File: config.mk
export PLATFORM = sky130hd
export DESIGN_NAME = io_port_decoder
export DESIGN_NICKNAME = d
export VERILOG_FILES = /design/src/rtl/io_port_pkg.sv /design/src/rtl/io_addr_match.sv /design/src/rtl/io_group_decode.sv /design/src/rtl/io_read_mux.sv /design/src/rtl/io_out_latch.sv /design/src/rtl/io_port_decoder.sv
export SDC_FILE = /design/constraint.sdc
export NUM_CORES = 1
export LEC_CHECK = 0
export CORE_MARGIN = 1.5
export CORE_UTILIZATION = 50
export CTS_CLUSTER_DIAMETER = 150
export CTS_CLUSTER_SIZE = 40
export DETAILED_ROUTE_END_ITERATION = 12
export DONT_BUFFER_PORTS = 1
export PLACE_DENSITY = 0.62
export SYNTH_ARGS = -nofsm -noshare
export SYNTH_HDL_FRONTEND = slang
export SYNTH_HIERARCHICAL = 1
export SYNTH_SLANG_ARGS = --single-unit
File: constraint.sdc
create_clock -name clk -period 3 [get_ports clk]
set_input_delay 0.15 -clock clk [delete_from_list [all_inputs] [get_ports clk]]
set_output_delay 0.15 -clock clk [all_outputs]
set_load 0.1 [all_outputs]
File: src/rtl/io_port_pkg.sv
package io_port_pkg;
  localparam int unsigned IO_AW  = 16;
  localparam int unsigned LANE_W = 8;

  // short port: upper byte zero, low byte equals the port number
  function automatic logic short_hit(input logic [IO_AW-1:0] a,
                                     input logic [LANE_W-1:0] port);
    return (a[IO_AW-1:LANE_W] == '0) && (a[LANE_W-1:0] == port);
  endfunction

  // place a byte on the lane picked by the port's bit 0
  function automatic logic [IO_AW-1:0] lane_place(input logic odd,
                                                  input logic [LANE_W-1:0] b);
    return odd ? {b, {LANE_W{1'b0}}} : {{LANE_W{1'b0}}, b};
  endfunction

  // pick the byte of the write data that belongs to a lane
  function automatic logic [LANE_W-1:0] lane_pick(input logic odd,
                                                  input logic [IO_AW-1:0] d);
    return odd ? d[IO_AW-1:LANE_W] : d[LANE_W-1:0];
  endfunction
endpackage

File: src/rtl/io_addr_match.sv
module io_addr_match
  import io_port_pkg::*;
#(
  parameter logic [LANE_W-1:0] IN_PORT   = 8'h8F,
  parameter logic [IO_AW-1:0]  WIDE_PORT = 16'hFFF0,
  parameter logic [LANE_W-1:0] OUT_PORT  = 8'hF0
) (
  input  logic [IO_AW-1:0] addr,
  input  logic             wr_n,
  input  logic             bhe_n,
  output logic             in_hit,
  output logic             wide_hit,
  output logic             wr_lo,
  output logic             wr_hi,
  output logic             out_wr
);
  assign in_hit   = short_hit(addr, IN_PORT);
  assign wide_hit = (addr == WIDE_PORT);
  // per-lane write strobes
  assign wr_lo    = ~wr_n & ~addr[0];
  assign wr_hi    = ~wr_n & ~bhe_n;
  assign out_wr   = short_hit(addr, OUT_PORT) & (OUT_PORT[0] ? wr_hi : wr_lo);
endmodule

File: src/rtl/io_group_decode.sv
module io_group_decode
  import io_port_pkg::*;
#(
  parameter logic [LANE_W-1:0] GRP_BASE = 8'h88,
  parameter int unsigned       GRP_BITS = 3
) (
  input  logic [IO_AW-1:0]            addr,
  output logic [(1<<GRP_BITS)-1:0]    sel_n
);
  localparam int unsigned GRP_N = 1 << GRP_BITS;

  logic grp_en;
  assign grp_en = (addr[IO_AW-1:LANE_W] == '0) &&
                  (addr[LANE_W-1:GRP_BITS] == GRP_BASE[LANE_W-1:GRP_BITS]);

  for (genvar i = 0; i < GRP_N; i++) begin : g_sel
    assign sel_n[i] = ~(grp_en && (addr[GRP_BITS-1:0] == GRP_BITS'(i)));
  end
endmodule

File: src/rtl/io_read_mux.sv
module io_read_mux
  import io_port_pkg::*;
#(
  parameter bit IN_ODD   = 1'b1,
  parameter bit WIDE_ODD = 1'b0
) (
  input  logic              rd_n,
  input  logic              in_hit,
  input  logic              wide_hit,
  input  logic [LANE_W-1:0] sw_val,
  input  logic [LANE_W-1:0] wide_val,
  output logic [IO_AW-1:0]  rd_data,
  output logic              rd_drive
);
  always_comb begin
    rd_drive = 1'b0;
    rd_data  = '0;
    if (!rd_n && in_hit) begin
      rd_drive = 1'b1;
      rd_data  = lane_place(IN_ODD, sw_val);
    end else if (!rd_n && wide_hit) begin
      rd_drive = 1'b1;
      rd_data  = lane_place(WIDE_ODD, wide_val);
    end
  end
endmodule

File: src/rtl/io_out_latch.sv
module io_out_latch #(
  parameter int unsigned W = 8
) (
  input  logic         clk,
  input  logic         rst_n,
  input  logic         wr_hit,
  input  logic [W-1:0] din,
  output logic [W-1:0] q,
  output logic         load
);
  logic [W-1:0] cap_q;
  logic         armed_q;

  // strobe has ended after having been seen active
  assign load = armed_q & ~wr_hit;

  always_ff @(posedge clk or negedge rst_n) begin
    if (!rst_n) begin
      cap_q   <= '0;
      armed_q <= 1'b0;
      q       <= '0;
    end else begin
      if (wr_hit) begin
        cap_q   <= din;
        armed_q <= 1'b1;
      end else begin
        armed_q <= 1'b0;
      end
      if (load) q <= cap_q;
    end
  end
endmodule

File: src/rtl/io_port_decoder.sv
module io_port_decoder
  import io_port_pkg::*;
#(
  parameter logic [7:0]  IN_PORT   = 8'h8F,
  parameter logic [15:0] WIDE_PORT = 16'hFFF0,
  parameter logic [7:0]  OUT_PORT  = 8'hF0,
  parameter logic [7:0]  GRP_BASE  = 8'h88,
  parameter int unsigned GRP_BITS  = 3
) (
  input  logic        clk,
  input  logic        rst_n,
  input  logic [15:0] io_addr,
  input  logic        io_rd_n,
  input  logic        io_wr_n,
  input  logic        bus_hi_en_n,
  input  logic [15:0] data_in,
  input  logic [7:0]  sw_in,
  input  logic [7:0]  wide_in,
  output logic [15:0] rd_data,
  output logic        rd_drive,
  output logic [7:0]  led_out,
  output logic [7:0]  grp_sel_n
);
  // named internal events, used by the bound checker
  logic in_hit, wide_hit, wr_lo, wr_hi, out_wr, out_load;

  io_addr_match #(.IN_PORT(IN_PORT), .WIDE_PORT(WIDE_PORT), .OUT_PORT(OUT_PORT)) u_match (
    .addr(io_addr), .wr_n(io_wr_n), .bhe_n(bus_hi_en_n),
    .in_hit(in_hit), .wide_hit(wide_hit), .wr_lo(wr_lo), .wr_hi(wr_hi), .out_wr(out_wr)
  );

  io_read_mux #(.IN_ODD(IN_PORT[0]), .WIDE_ODD(WIDE_PORT[0])) u_rmux (
    .rd_n(io_rd_n), .in_hit(in_hit), .wide_hit(wide_hit),
    .sw_val(sw_in), .wide_val(wide_in), .rd_data(rd_data), .rd_drive(rd_drive)
  );

  io_out_latch #(.W(LANE_W)) u_latch (
    .clk(clk), .rst_n(rst_n), .wr_hit(out_wr),
    .din(lane_pick(OUT_PORT[0], data_in)), .q(led_out), .load(out_load)
  );

  io_group_decode #(.GRP_BASE(GRP_BASE), .GRP_BITS(GRP_BITS)) u_grp (
    .addr(io_addr), .sel_n(grp_sel_n)
  );
endmodule

==> impl_metrics.ini <==
[hold_path]
min_path_cells = 1
hp-start = data_in[2]
hold_path_end = u_latch/cap_q[2]$_DFFE_PN0P_
hp-class = input port to flip-flop

[worst_setup_path]
crit_type = input port to primary output
critPathRequiredTime_ns = 2.85
worstPathArrival_ns = 1.65
crit_path_max_fanout = 9
setup.worst_path.end_class = primary output
critPathLaunchType = input port
ff2ff_path_depth = 1
crit_path_start = io_addr[1]
reg2reg_from = u_latch/q[7]$_DFFE_PN0P_
reg2reg_to = u_latch/q[7]$_DFFE_PN0P_
rrSetupSlack_ns = 1.70

[power_and_ir_drop]
p_int_mw = 0.2910
p_per_area_nw_per_um2 = 294.8
vdd_drop_max_mv = 0.1962
p_leak_nw = 0.5129
seqPwrFrac_pct = 64.0
p_comb_share_pct = 4.9
p_clk_share_pct = 31.1
p_sw_mw = 0.06687
switching_share_pct = 18.69

[clocking]
cts_hold_buf = 1
cts_tree = built
clk_transition_reported_paths_ns = 0.09
cts_htree_levels = 1
clockBufferDepth = 2
clock-sinks = 17
clk_latency_ns = 0.27
post_cts_buffers = 0
cts_buffers = 3
cts_resized = 0
root_buffer = clkbuf_4

[route]
dr_total_vias = 745
routed_wl_um = 2058
maxUsedRoutingLayer = met4
drtIter0Drc = 2
route.met2.wl_um = 1064
routedWlPerCell_um = 17.15
met1_length_um = 825
met3_length_um = 145
ant_nets = 0
viasPerCell = 6.208
drtPass1Iterations = 2
drc = 0

[placed_design]
place_congestion = 0.6645
dp_cells = 115
placed_cell_area_um2 = 1177
dpl.hpwl_um = 1651
io_buffers = 0

[floorplanning]
core_area_um2 = 2191
die_h_um = 51.06
num_rows = 17
ios = 86
fp.dieW_um = 51.06
die_area_um2 = 2607
start_util_pct = 52.71

[finish]
fill_cells = 211
antenna_cells = 0
final_nets = 146
final_util_pct = 55.40
layout-drive-gt1-share_pct = 54.35
final_cells = 120
syn_to_final_growth_pct = 5.092
final_design_area_no_fill_um2 = 1214

[global_route]
antenna_found_initial = 0
grt_max_degree = 18
grt_first_pass_wirelength_um = 2960
grt_pass1_vias = 715
grt_usage_pct = 14.78
grt-ovfl-total = 0

[yosys]
synth_nets = 139
synthCells = 86
syn_avg_cell_area_um2 = 13.43
synth.yosys.warnings = 6
netlist_area_um2 = 1155

[timing]
whs_ns = 0.02229
min_period_ns = 1.801
fin_crit_sh_pct = 60.04
fmax_mhz = 555.2
worst_slew_pin_slew_ns = 1.026
rsz0062_at_grt = no
hold_viol = 0
maxSlewViolCount = 0
finalSetupViolations = 0
slew_headroom_pct = 31.40
finClkSkew_ns = 0.001630
final.setup.tns_ns = 0

[flow_run]
maxCapViolations = 0

[status]
outcome = complete, no violations
[layout by cell type (no fill, tap or decap)]
cell type      instances
nor2b_1                2
and4_4                 2
mux2_2                 8
nor4b_1                1
mux2_4                 8
nand3_1                2
nor4b_4                1
nor4bb_4               1
and4bb_2               8
clkbuf_1               1
nand4b_1               1
dlygate4sd3_1          1
nor2b_4                1
dfrtp_1               17
nor2_1                 2
nor4_2                 4
and4_1                 1
nand4_1                2
and3b_1                2
nor3_2                 1
nand2_1                8
nor3_1                 1
clkbuf_4               3
buf_4                  5
nor4_4                 1
and3b_2                6
nand4bb_1              1
o21ba_2                1
[metal layers]
layer	vias up	global-route usage [%]
met1	363	17.53
met2	37	25.76
met4	0	6.757
li1	343	-
met5	-	0
met3	2	2.632
[cell type report]
cell class,count,area [um^2],area share (%)
tap,28,35.03,2.887
sequential,17,425.4,35.05
timing repair buffer,6,47.55,3.918
multi-input combinational,65,679.4,55.98
clock buffer,4,26.28,2.165
[how the worst max path moves through the flow]
| stage | end | slack (ns) | depth (start not counted) |
|---|---|---|---|
| floorplan | rd_data[7] | 0.84 | 4 |
| global placement | rd_data[0] | 1.26 | 4 |
| detailed placement | rd_data[5] | 1.22 | 4 |
| CTS | rd_data[5] | 1.22 | 4 |
| global route | rd_data[5] | 1.07 | 4 |
| finish | rd_data[5] | 1.20 | 4 |
[sequential cells by signal, indices dropped and copies added (netlist names)]
name / count
u_latch/armed_q: 1
u_latch/cap_q: 8
u_latch/q: 8
[power groups by stage]
stage	clock (mW)	sequential [mW]	combinational (mW)
after floorplan	0	0.234	0.0144
after global placement	0	0.234	0.0125
after detailed placement	0	0.234	0.0127
after CTS	0.119	0.229	0.0180
after global routing	0.127	0.229	0.0191
final	0.111	0.229	0.0175
[critical path, cell delays in order]
cell	delay (ns)
nor4_2	0.24
nand2_1	0.13
nor3_2	0.43
and4bb_2	0.70
[stage by stage]
step / power [mW] / setup slack, ns
2_1_floorplan: 0.2479 / 0.8401
3_3_place_gp: 0.2461 / 1.257
3_5_place_dp: 0.2462 / 1.223
4_1_cts: 0.3659 / 1.219
5_1_grt: 0.3751 / 1.074
6_report: 0.3578 / 1.199
Note: power is estimated with default switching activity, not from simulation.
